### src/rtl/ref_sel_pkg.sv
package ref_sel_pkg;

    localparam int DEF_NUM_IN  = 6;
    localparam int DEF_NUM_LOS = 4;
    localparam int DEF_PRIO_W  = 4;

    // Kind of move the decision stage takes in one cycle
    typedef enum logic [1:0] {
        ACT_HOLD   = 2'd0,
        ACT_FORCE  = 2'd1,
        ACT_FAIL   = 2'd2,
        ACT_REVERT = 2'd3
    } sel_act_e;

endpackage

### src/rtl/ref_qualify.sv
module ref_qualify #(
    parameter int NUM_IN  = ref_sel_pkg::DEF_NUM_IN,
    parameter int NUM_LOS = ref_sel_pkg::DEF_NUM_LOS,
    parameter int IDX_W   = $clog2(NUM_IN)
) (
    input  logic [NUM_IN-1:0]        act_ok,
    input  logic [NUM_IN-1:0]        freq_ok,
    input  logic [NUM_LOS-1:0]       los_pin,
    input  logic [NUM_LOS-1:0]       los_en,
    input  logic [NUM_LOS*IDX_W-1:0] los_map,
    output logic [NUM_IN-1:0]        usable
);

    for (genvar i = 0; i < NUM_IN; i++) begin : g_in
        logic los_hit;
        always_comb begin
            los_hit = 1'b0;
            for (int k = 0; k < NUM_LOS; k++) begin
                if (los_en[k] && los_pin[k] &&
                    los_map[k*IDX_W +: IDX_W] == IDX_W'(i))
                    los_hit = 1'b1;
            end
        end
        assign usable[i] = act_ok[i] & freq_ok[i] & ~los_hit;
    end

endmodule

### src/rtl/ref_rank.sv
module ref_rank #(
    parameter int NUM_IN = ref_sel_pkg::DEF_NUM_IN,
    parameter int PRIO_W = ref_sel_pkg::DEF_PRIO_W,
    parameter int IDX_W  = $clog2(NUM_IN)
) (
    input  logic [NUM_IN-1:0]        usable,
    input  logic [NUM_IN*PRIO_W-1:0] prio_tbl,
    output logic [NUM_IN-1:0]        cand,
    output logic                     any_cand,
    output logic [IDX_W-1:0]         best_idx,
    output logic [PRIO_W-1:0]        best_prio
);

    for (genvar i = 0; i < NUM_IN; i++) begin : g_cand
        assign cand[i] = usable[i] & (|prio_tbl[i*PRIO_W +: PRIO_W]);
    end

    // Scan from index 0 upward; strict compare keeps the lowest index on ties
    always_comb begin
        any_cand  = 1'b0;
        best_idx  = '0;
        best_prio = '1;
        for (int i = 0; i < NUM_IN; i++) begin
            if (cand[i] && (!any_cand || prio_tbl[i*PRIO_W +: PRIO_W] < best_prio)) begin
                any_cand  = 1'b1;
                best_idx  = IDX_W'(i);
                best_prio = prio_tbl[i*PRIO_W +: PRIO_W];
            end
        end
    end

endmodule

### src/rtl/ref_decide.sv
module ref_decide
    import ref_sel_pkg::*;
#(
    parameter int NUM_IN = DEF_NUM_IN,
    parameter int PRIO_W = DEF_PRIO_W,
    parameter int IDX_W  = $clog2(NUM_IN)
) (
    input  logic                     clk,
    input  logic                     rst,
    input  logic                     force_en,
    input  logic [IDX_W-1:0]         force_idx,
    input  logic                     revert_en,
    input  logic [NUM_IN*PRIO_W-1:0] prio_tbl,
    input  logic [NUM_IN-1:0]        cand,
    input  logic                     any_cand,
    input  logic [IDX_W-1:0]         best_idx,
    input  logic [PRIO_W-1:0]        best_prio,
    output logic [IDX_W-1:0]         sel_idx,
    output logic                     none_ok,
    output logic                     sel_chg
);

    localparam logic [IDX_W:0] IDX_LIMIT = (IDX_W+1)'(NUM_IN);

    sel_act_e           act;
    logic [IDX_W-1:0]   nxt_idx;
    logic [PRIO_W-1:0]  cur_prio;
    logic               cur_cand;
    logic               force_legal;

    assign cur_prio    = prio_tbl[sel_idx*PRIO_W +: PRIO_W];
    assign cur_cand    = cand[sel_idx];
    assign force_legal = {1'b0, force_idx} < IDX_LIMIT;

    always_comb begin
        act     = ACT_HOLD;
        nxt_idx = sel_idx;
        if (force_en) begin
            if (force_legal) begin
                act     = ACT_FORCE;
                nxt_idx = force_idx;
            end
        end else if (any_cand) begin
            if (!cur_cand) begin
                act     = ACT_FAIL;
                nxt_idx = best_idx;
            end else if (revert_en && best_prio < cur_prio) begin
                act     = ACT_REVERT;
                nxt_idx = best_idx;
            end
        end
    end

    always_ff @(posedge clk) begin
        if (rst) begin
            sel_idx <= '0;
            none_ok <= 1'b1;
            sel_chg <= 1'b0;
        end else begin
            sel_idx <= nxt_idx;
            none_ok <= !any_cand;
            sel_chg <= (act != ACT_HOLD) && (nxt_idx != sel_idx);
        end
    end

endmodule

### src/rtl/ref_selector.sv
module ref_selector #(
    parameter  int NUM_IN  = ref_sel_pkg::DEF_NUM_IN,
    parameter  int NUM_LOS = ref_sel_pkg::DEF_NUM_LOS,
    parameter  int PRIO_W  = ref_sel_pkg::DEF_PRIO_W,
    localparam int IDX_W   = $clog2(NUM_IN)
) (
    input  logic                     clk,
    input  logic                     rst,
    input  logic [NUM_IN-1:0]        act_ok,
    input  logic [NUM_IN-1:0]        freq_ok,
    input  logic [NUM_LOS-1:0]       los_pin,
    input  logic [NUM_LOS-1:0]       los_en,
    input  logic [NUM_LOS*IDX_W-1:0] los_map,
    input  logic [NUM_IN*PRIO_W-1:0] prio_tbl,
    input  logic                     force_en,
    input  logic [IDX_W-1:0]         force_idx,
    input  logic                     revert_en,
    output logic [IDX_W-1:0]         sel_idx,
    output logic                     none_ok,
    output logic                     sel_chg
);

    logic [NUM_IN-1:0] usable_vec;
    logic [NUM_IN-1:0] cand_vec;
    logic              any_cand;
    logic [IDX_W-1:0]  best_idx;
    logic [PRIO_W-1:0] best_prio;

    ref_qualify #(.NUM_IN(NUM_IN), .NUM_LOS(NUM_LOS), .IDX_W(IDX_W)) u_qual (
        .act_ok  (act_ok),
        .freq_ok (freq_ok),
        .los_pin (los_pin),
        .los_en  (los_en),
        .los_map (los_map),
        .usable  (usable_vec)
    );

    ref_rank #(.NUM_IN(NUM_IN), .PRIO_W(PRIO_W), .IDX_W(IDX_W)) u_rank (
        .usable    (usable_vec),
        .prio_tbl  (prio_tbl),
        .cand      (cand_vec),
        .any_cand  (any_cand),
        .best_idx  (best_idx),
        .best_prio (best_prio)
    );

    ref_decide #(.NUM_IN(NUM_IN), .PRIO_W(PRIO_W), .IDX_W(IDX_W)) u_dec (
        .clk       (clk),
        .rst       (rst),
        .force_en  (force_en),
        .force_idx (force_idx),
        .revert_en (revert_en),
        .prio_tbl  (prio_tbl),
        .cand      (cand_vec),
        .any_cand  (any_cand),
        .best_idx  (best_idx),
        .best_prio (best_prio),
        .sel_idx   (sel_idx),
        .none_ok   (none_ok),
        .sel_chg   (sel_chg)
    );

endmodule

### config.mk
export PLATFORM = sky130hd
export DESIGN_NAME = ref_selector
export DESIGN_NICKNAME = d
export VERILOG_FILES = /design/src/rtl/ref_sel_pkg.sv /design/src/rtl/ref_qualify.sv /design/src/rtl/ref_rank.sv /design/src/rtl/ref_decide.sv /design/src/rtl/ref_selector.sv
export SDC_FILE = /design/constraint.sdc
export NUM_CORES = 1
export LEC_CHECK = 0
export BUFFER_PORTS_ARGS = -buffer_cell sky130_fd_sc_hd__buf_4
export CAP_MARGIN = 10
export CELL_PAD_IN_SITES_DETAIL_PLACEMENT = 1
export CELL_PAD_IN_SITES_GLOBAL_PLACEMENT = 1
export CORE_UTILIZATION = 30
export DETAILED_ROUTE_END_ITERATION = 7
export GPL_TIMING_DRIVEN = 1
export PLACE_DENSITY_LB_ADDON = 0.1
export SLEW_MARGIN = 10
export SYNTH_ARGS = -nofsm -noshare
export SYNTH_HDL_FRONTEND = slang
export SYNTH_SLANG_ARGS = --single-unit
### constraint.sdc
create_clock -name clk -period 31.8 [get_ports clk]
set_input_delay 4.77 -clock clk [delete_from_list [all_inputs] [get_ports clk]]
set_output_delay 4.77 -clock clk [all_outputs]
set_load 0.05 [all_outputs]
==> flow_summary.json, run 1 <==
{
  "gp_congestion": 0.866,
  "rr_endpoint": "u_dec.sel_chg$_SDFF_PP0_",
  "grt_first_pass_wirelength_mm": 11.2,
  "coreArea_um2": 6060,
  "p_seq_share_pct": 12.4,
  "holdWs_ns": 0.662,
  "min_period_over_period_pct": 47.6,
  "insertion_delay_ns": 0.22,
  "drt-total-wl_mm": 7.25,
  "p_switching_uw": 33.9,
  "die_area_um2": 6760,
  "antennaDiodeCount": 0,
  "die_h_um": 82.2,
  "drc_errors": 0,
  "ff2ff_setup_slack_ns": 28.29,
  "setup_viol": 0,
  "fin_setup_tns_ns": 0,
  "grt_pass1_vias": 2309,
  "placed_area_um2": 2490,
  "r2r_cells": 9,
  "p_clk_share_pct": 15.5,
  "fin_crit_ns": 15.14,
  "status": "finished clean",
  "clock_path_buffers": 2,
  "end_kind": "flip-flop",
  "finClkSkew_ns": 0.000717,
  "synthToLayoutAreaGrowth_pct": 31.3,
  "num-fill-cells": 778,
  "start_util_pct": 31.9,
  "cts_num_sinks": 5,
  "layout_common_cells": "68 x buf_4, 30 x nor2_1, 26 x nand2_1",
  "cp_slowest_cell": "or4_4",
  "die_x_um": 82.2,
  "required_ns": 31.90,
  "cts_buffers": 3,
  "min_to": "u_dec.sel_idx[1]$_SDFF_PP0_",
  "slew-limit-headroom_pct": 51.4,
  "ios": 68,
  "r2r-start": "u_dec.sel_idx[0]$_SDFF_PP0_",
  "detail-route-antenna-nets": 0,
  "power_leakage_uw": 0.00111,
  "synthFlopType": "dfxtp_1",
  "synth_edf_count": 0,
  "setup_slack_ns": 16.66,
  "fmax_ghz": 0.0660,
  "via_per_inst": 5.75,
  "wire_per_inst_um": 17.7,
  "path_class": "input pin to flip-flop",
  "syn-num-nets": 343,
  "vias": 2350,
  "hpwlAfterDp_mm": 6.12,
  "swShare_pct": 46.6,
  "cp.arrival_ns": 15.24,
  "h-tree-depth": 1,
  "ys_seq_area_share_pct": 5.18,
  "cts-root-buf": "clkbuf_8",
  "hold_viol_final": 0,
  "mostFrequentLayoutCell": "buf_4",
  "cts_tree": "built",
  "ys_types": 71,
  "grt_start_max_net_pins": 16,
  "drv_cap": 0,
  "synth_warnings": 0,
  "drtIter0Drc": 91,
  "port_buffers": 67,
  "grt_overflow": 0,
  "grt_usage_pct": 21.4,
  "rsz0062_at_grt": "false",
  "maxSlewViolCount": 0,
  "crit_fanout": 10,
  "worstMarginPinSlew_ns": 0.728,
  "dp_slack_ns": 16.13,
  "fin_area_um2": 2540,
  "row_count": 28,
  "layout-drive-gt1-share_pct": 30.8,
  "syn-cell-area_um2": 1930,
  "p_per_area_nw_per_um2": 28.6,
  "cts_hold_buf": 0,
  "pwr-share-comb_pct": 72.1,
  "internal_power_uw": 38.7,
  "cts_setup_buffers": 0,
  "critPathMostFrequentCell": "a21oi_1",
  "worstHoldStart": "u_dec.sel_idx[1]$_SDFF_PP0_",
  "start_kind": "input pin",
  "ir_worst_vdd_v": 0.0000295,
  "avgSynthCellArea_um2": 7.21,
  "netlist_instances": 268,
  "clkTransAtPathRegs_ns": 0.03,
  "cpPeakStageDelay_ns": 0.51,
  "antenna_found_initial": 0,
  "async_reset_ff_share_pct": 0,
  "num-nets-final": 410,
  "firstDrtPassIters": 4,
  "cts_resized": 0,
  "ys_ff_latch": 5,
  "min_path_cells": 2,
  "min_path_type": "flip-flop to flip-flop"
}
## cell usage after synthesis, types with 2 or more instances
cell | instances | share of area, %
o211ai_1 | 3 | 1.2
buf_2 | 3 | 0.78
mux2_2 | 4 | 2.3
or3_1 | 2 | 0.65
nand2_1 | 26 | 5.1
or4_1 | 3 | 1.2
ha_1 | 12 | 7.8
and2_1 | 5 | 1.6
nor3_1 | 4 | 1.0
a221o_1 | 3 | 1.6
a21oi_1 | 17 | 4.4
mux4_2 | 4 | 4.7
a21oi_2 | 2 | 0.91
nor4_1 | 6 | 1.9
o31ai_1 | 2 | 0.78
dfxtp_1 | 5 | 5.2
o2111ai_1 | 3 | 1.4
o21ai_2 | 5 | 2.3
nand3_1 | 11 | 2.8
nand2b_1 | 3 | 0.97
o21ai_1 | 2 | 0.52
nor3b_1 | 3 | 1.2
a21o_1 | 3 | 1.2
inv_1 | 22 | 4.3
a211o_1 | 5 | 2.3
a211oi_1 | 4 | 1.6
a31oi_1 | 2 | 0.65
nor4b_1 | 4 | 1.8
nor2_1 | 30 | 5.8
a22oi_1 | 5 | 1.9
a21o_2 | 2 | 0.91
o21ai_0 | 12 | 3.1
o21bai_1 | 2 | 0.78
nor4bb_1 | 3 | 1.6
mux2i_1 | 4 | 2.1
a32oi_1 | 2 | 0.91
buf_6 | 2 | 1.2
nor2b_1 | 5 | 1.6
## flip-flops by register name, indices dropped and copies added (netlist names)
name,cells
u_dec.sel_chg,1
u_dec.sel_idx,3
u_dec.none_ok,1
## metrics by stage
stage	utilization, %	instances	total power (µW)
final	41.9	409	72.6
after detailed placement	41.0	404	60.9
after global placement	41.0	404	60.1
after CTS	41.8	408	72.9
after floorplan	-	268	43.5
after global routing	41.9	409	78.9
## logic make-up after synthesis
kind of cell | Yosys count | share of synthesized area, %
buffers and inverters | 29 | 6.80
and+or+nand+nor | 116 | 32.6
adders and majority gates | 12 | 7.77
muxes | 13 | 10.4
DFF | 5 | 5.18
AOI/OAI and AO/OA | 93 | 37.2
## layout make-up
class	count	area, µm²	share of cell area [%]
Sequential cell	5	100	3.94
Tap cell	75	93.8	3.70
Multi-Input combinational cell	234	1700	67.0
Inverter	22	82.6	3.25
Clock buffer	4	45.0	1.78
Timing Repair Buffer	69	515	20.3
## metal layers
metal | GRT usage (%) | share of wire (%) | routed length [µm] | up-vias
met5 | 0 | 0 | 0 | -
met4 | 3.51 | 0.80 | 58 | 0
met3 | 1.32 | 5.0 | 364 | 4
met2 | 36.8 | 45 | 3270 | 67
met1 | 29.7 | 49 | 3560 | 1109
li1 | - | - | - | 1170
## worst max path at each step
stage,from,to,slack [ns],cells past startpoint
6_report,los_pin[1],u_dec.sel_chg$_SDFF_PP0_,16.66,49
5_1_grt,los_pin[1],u_dec.sel_chg$_SDFF_PP0_,15.84,49
4_1_cts,los_pin[1],u_dec.sel_chg$_SDFF_PP0_,16.33,47
3_5_place_dp,los_pin[1],u_dec.sel_chg$_SDFF_PP0_,16.13,46
3_3_place_gp,los_pin[1],u_dec.sel_chg$_SDFF_PP0_,16.43,47
2_1_floorplan,los_pin[1],u_dec.sel_chg$_SDFF_PP0_,17.78,50
## power by group through the flow
stage	Clock, µW	Sequential [µW]	Combinational (µW)
floorplan	0	10.5	32.9
global placement	0	8.99	51.1
detailed placement	0	9.00	51.9
CTS	11.7	8.96	52.2
global route	11.8	9.19	57.9
finish	11.3	8.97	52.3
## critical path, delay by kind of cell
family	cells	cell delay [ns]
fa+ha+maj	6	1.74
compound gates	26	5.63
mux	3	0.71
buf+inv	5	0.54
simple gates	9	1.83
Note: power is estimated with default switching activity, not from simulation.
==> run 2, diff against run 1 <==
==> constraint.sdc (replaced) <==
create_clock -name clk -period 15.58 [get_ports clk]
set_input_delay 2.337 -clock clk [delete_from_list [all_inputs] [get_ports clk]]
set_output_delay 2.337 -clock clk [all_outputs]
set_load 0.05 [all_outputs]
==> run 2 against run 1 <==
Worst hold slack worse by 0.0021 ns. Final cell count down 0.49%. Combinational power up 100%. Highest routed layer unchanged. Largest power group unchanged. Clock skew down 0.00065 ns. First-iteration DRC count down 27%. Register-to-register slack worse by 16 ns. Non-clock buffer count down 2. Critical path type unchanged. Sequential power up 110%.
==> flow_summary.json, run 2 (synthesis results as in run 1) <==
{
  "antennaDiodeCount": 0,
  "worstMarginPinSlew_ns": 0.819,
  "mostFrequentLayoutCell": "buf_4",
  "holdWs_ns": 0.659,
  "insertion_delay_ns": 0.21,
  "port_buffers": 67,
  "crit_fanout": 11,
  "clkTransAtPathRegs_ns": 0.03,
  "cts_buffers": 3,
  "reg.largest.list": "u_dec.sel_idx x3, u_dec.none_ok x1, u_dec.sel_chg x1",
  "drtIter0Drc": 66,
  "finClkSkew_ns": 0.0000694,
  "via_per_inst": 5.77,
  "detail-route-antenna-nets": 0,
  "cts_setup_buffers": 0,
  "wire_per_inst_um": 17.9,
  "cp_num_buf_inv": 5,
  "layout-drive-gt1-share_pct": 30.4,
  "antenna_found_initial": 0,
  "hpwlAfterDp_mm": 6.14,
  "grt_overflow": 0,
  "fin_area_um2": 2530,
  "grt_first_pass_wirelength_mm": 11.6,
  "start_util_pct": 31.9,
  "clock_path_buffers": 2,
  "cts_num_sinks": 5,
  "largest_reg_flops": 3,
  "grt_start_max_net_pins": 16,
  "drt-total-wl_mm": 7.30,
  "ir_worst_vdd_v": 0.0000548,
  "num-fill-cells": 804,
  "highest_layer": "met4",
  "power_leakage_uw": 0.00111,
  "rsz0062_at_grt": "false",
  "start_kind": "input pin",
  "drv_cap": 0,
  "critPathMostFrequentCell": "a21oi_1",
  "cpPeakStageDelay_ns": 0.51,
  "cp.arrival_ns": 12.84,
  "row_count": 28,
  "status": "finished clean",
  "crit_family": "compound AO/OA/AOI/OAI gates",
  "layout_common_cells": "67 x buf_4, 30 x nor2_1, 26 x nand2_1",
  "setup_viol": 0,
  "grt_pass1_vias": 2339,
  "synthToLayoutAreaGrowth_pct": 30.8,
  "end_kind": "flip-flop",
  "cts_resized": 0,
  "required_ns": 15.68,
  "min_path_type": "flip-flop to flip-flop",
  "hold_viol_final": 0,
  "num-nets-final": 408,
  "cts_tree": "built",
  "fin_setup_tns_ns": 0,
  "h-tree-depth": 1,
  "route.met2.wl_mm": 3.29,
  "die_x_um": 82.2,
  "met3RoutedLength_um": 331,
  "wirelength_met1_mm": 3.64,
  "vias": 2347,
  "top_register": "u_dec.sel_idx",
  "placed_area_um2": 2480,
  "slew-limit-headroom_pct": 45.3,
  "cts_hold_buf": 0,
  "path_class": "input pin to flip-flop",
  "power_uw": 149,
  "place_inst": 403,
  "fin_cells": 407,
  "gp_congestion": 0.868,
  "fmax_ghz": 0.0785,
  "firstDrtPassIters": 4,
  "coreArea_um2": 6060,
  "p_per_area_nw_per_um2": 59.0,
  "fin_crit_ns": 12.74,
  "die_area_um2": 6760,
  "min_period_over_period_pct": 81.8,
  "drc_errors": 0,
  "cts-root-buf": "clkbuf_8",
  "cp_slowest_cell": "or4_4",
  "grt_usage_pct": 22.0,
  "maxSlewViolCount": 0,
  "die_h_um": 82.2,
  "ios": 68
}
==> run 2: routing by layer <==
layer	up-vias	global-route usage (%)
met5	-	0
met4	0	2.28
met3	2	0.989
met2	54	37.5
met1	1117	31.5
li1	1174	-
==> run 2: report_power, final <==
| group | switching (µW) | total (µW) | internal (µW) |
|---|---|---|---|
| Combinational | 60.6 | 107 | 46.9 |
| Sequential | 3.90 | 18.5 | 14.6 |
| Clock | 5.59 | 23.1 | 17.5 |
| Total | 70.1 | 149 | 79.0 |
==> run 2: area by class of cell <==
| type | instances | area [µm²] | share of cell area (%) |
|---|---|---|---|
| Multi-Input combinational cell | 234 | 1700 | 67.4 |
| Timing Repair Buffer | 67 | 503 | 19.9 |
| Sequential cell | 5 | 100 | 3.96 |
| Tap cell | 75 | 93.8 | 3.71 |
| Inverter | 22 | 82.6 | 3.27 |
| Clock buffer | 4 | 45.0 | 1.78 |
==> run 2: metrics by stage <==
stage | setup slack, ns | utilization [%]
floorplan | 3.99 | -
global placement | 2.71 | 40.9
detailed placement | 2.43 | 40.9
CTS | 2.62 | 41.7
global route | 1.95 | 41.7
finish | 2.84 | 41.7
==> run 2: worst paths after layout <==
check,cells after the start,endpoint,start,slack (ns)
worst max-delay path,49,u_dec.sel_chg$_SDFF_PP0_,los_pin[1],2.84
worst min-delay path,2,u_dec.sel_idx[1]$_SDFF_PP0_,u_dec.sel_idx[1]$_SDFF_PP0_,0.66
worst max register to register,9,u_dec.sel_chg$_SDFF_PP0_,u_dec.sel_idx[0]$_SDFF_PP0_,12.08
worst min register to register,2,u_dec.sel_idx[1]$_SDFF_PP0_,u_dec.sel_idx[1]$_SDFF_PP0_,0.66
==> run 2: worst reg2reg max path: cells and delay by family, from the launching register on <==
| kind | cells | cell delay [ns] |
|---|---|---|
| compound gates | 6 | 1.53 |
| flops | 1 | 0.81 |
| fa+ha+maj | 1 | 0.27 |
| mux | 2 | 0.77 |
==> run 3, diff against run 2 <==
==> constraint.sdc (replaced) <==
create_clock -name clk -period 12.54 [get_ports clk]
set_input_delay 1.881 -clock clk [delete_from_list [all_inputs] [get_ports clk]]
set_output_delay 1.881 -clock clk [all_outputs]
set_load 0.05 [all_outputs]
==> run 3 against run 2 <==
Die area unchanged. Register-to-register slack got worse by 3.0 ns. Clock power is 30% higher. Sequential share of layout area shrank 0.073 points. Utilization is 0.78 points higher. Largest cell class unchanged. Clock-buffer cell count unchanged. Global-route usage is 0.58 points lower. Via count grew 0.21%. Worst hold slack lost 0.027 ns. Largest power group unchanged.
==> flow_summary.json, run 3 (synthesis results as in run 1) <==
{
  "status": "finished clean",
  "port_buffers": 67,
  "drc_errors": 0,
  "end_kind": "flip-flop",
  "grt_usage_pct": 21.5,
  "met3RoutedLength_um": 356,
  "highest_layer": "met4",
  "insertion_delay_ns": 0.22,
  "ir_worst_vdd_v": 0.0000834,
  "reg.largest.list": "u_dec.sel_idx x3, u_dec.none_ok x1, u_dec.sel_chg x1",
  "placed_area_um2": 2520,
  "cts-root-buf": "clkbuf_8",
  "gp_congestion": 0.828,
  "via_per_inst": 5.69,
  "h-tree-depth": 1,
  "drv_cap": 0,
  "ios": 68,
  "layout-drive-gt1-share_pct": 32.0,
  "finClkSkew_ns": 0.000355,
  "required_ns": 12.65,
  "antenna_found_initial": 0,
  "path_class": "input pin to flip-flop",
  "ff2ff_setup_slack_ns": 9.05,
  "cts_tree": "built",
  "p_per_area_nw_per_um2": 73.6,
  "fmax_ghz": 0.0853,
  "min_to": "u_dec.sel_idx[1]$_SDFF_PP0_",
  "crit_start": "los_pin[1]",
  "grt_pass1_vias": 2294,
  "vias": 2352,
  "layout_common_cells": "73 x buf_4, 30 x nor2_1, 26 x nand2_1",
  "dp_slack_ns": 0.395,
  "r2r-start": "u_dec.sel_idx[0]$_SDFF_PP0_",
  "largest_reg_flops": 3,
  "hold_viol_final": 0,
  "clkTransAtPathRegs_ns": 0.04,
  "hpwlAfterDp_mm": 5.98,
  "grt_start_max_net_pins": 16,
  "die_x_um": 82.2,
  "fin_area_um2": 2570,
  "min_path_cells": 2,
  "maxSlewViolCount": 0,
  "die_h_um": 82.2,
  "min_path_type": "flip-flop to flip-flop",
  "slew-limit-headroom_pct": 28.2,
  "cpPeakStageDelay_ns": 0.51,
  "rsz0062_at_grt": "false",
  "detail-route-antenna-nets": 0,
  "cp.arrival_ns": 11.83,
  "grt_first_pass_wirelength_mm": 11.2,
  "power_leakage_uw": 0.00114,
  "start_kind": "input pin",
  "wire_per_inst_um": 17.2,
  "r2r_cells": 9,
  "clock_path_buffers": 2,
  "num-nets-final": 414,
  "coreArea_um2": 6060,
  "worstHoldStart": "u_dec.sel_idx[1]$_SDFF_PP0_",
  "crit_fanout": 10,
  "route.met2.wl_mm": 3.22,
  "grt_overflow": 0,
  "mostFrequentLayoutCell": "buf_4",
  "min_period_over_period_pct": 93.5,
  "worstMarginPinSlew_ns": 1.05,
  "cp_slowest_cell": "or4_4",
  "cts_num_sinks": 5,
  "start_util_pct": 31.9,
  "drtIter0Drc": 88,
  "fin_setup_tns_ns": 0,
  "setup_viol": 0,
  "rr_endpoint": "u_dec.sel_chg$_SDFF_PP0_",
  "drt-total-wl_mm": 7.10,
  "wirelength_met1_mm": 3.44,
  "top_register": "u_dec.sel_idx",
  "fin_crit_ns": 11.72,
  "row_count": 28,
  "die_area_um2": 6760,
  "antennaDiodeCount": 0,
  "utilization_pct": 42.5,
  "num-fill-cells": 784,
  "synthToLayoutAreaGrowth_pct": 33.2,
  "firstDrtPassIters": 5,
  "setup_slack_ns": 0.818,
  "cts_buffers": 3
}
run 3: cell count changes in the layout (fill, tap and decap cells not counted):
cell	change
a2111oi_1	-1
a2111oi_0	+1
o21ai_1	-1
o21ai_2	+1
buf_4	+6
run 3: worst max path at each step:
stage                                to  slack (ns)  cells after the start
2_1_floorplan  u_dec.sel_chg$_SDFF_PP0_        1.41                     50
3_3_place_gp   u_dec.sel_chg$_SDFF_PP0_        0.50                     47
3_5_place_dp   u_dec.sel_chg$_SDFF_PP0_        0.40                     47
4_1_cts        u_dec.sel_chg$_SDFF_PP0_        0.58                     47
5_1_grt        u_dec.sel_chg$_SDFF_PP0_        0.09                     49
6_report       u_dec.sel_chg$_SDFF_PP0_        0.82                     49
run 3: where the power goes:
group / internal, µW / switching (µW)
logic: 61.7 / 75.2
registers: 18.1 / 4.43
clock network: 21.8 / 8.14
run 3: layer usage:
layer / up-vias / global-route usage [%]
met2: 60 / 36.5
met4: 0 / 4.21
met3: 8 / 1.87
li1: 1180 / -
met1: 1104 / 29.3
met5: - / 0
run 3: metrics by stage:
step           instances  hold slack [ns]  power (µW)
2_1_floorplan        268            0.819         110
4_1_cts              413            0.639         190
6_report             413            0.632         189
5_1_grt              413            0.708         206
3_3_place_gp         409            0.638         157
3_5_place_dp         409            0.632         159
run 3: area by class of cell:
class	instances	area, µm²	area share [%]
Multi-Input combinational cell	234	1700	66.2
Timing Repair Buffer	73	548	21.3
Sequential cell	5	100	3.89
Tap cell	75	93.8	3.65
Inverter	22	82.6	3.21
Clock buffer	4	45.0	1.75
run 3: timing repair:
action / in CTS / in global routing
hold buffers: 0 / 0
endpoints found under the setup margin: 0 / 2
buffers inserted: 0 / 0
resized for setup: 0 / 2
run 3: critical path, delay by kind of cell:
family	cells	cell delay, ns
AO/OA/AOI/OAI	23	4.60
AND/OR/NAND/NOR	13	2.56
adder cells (fa/ha/maj)	6	1.58
multiplexers	3	0.82
buffers and inverters	4	0.35
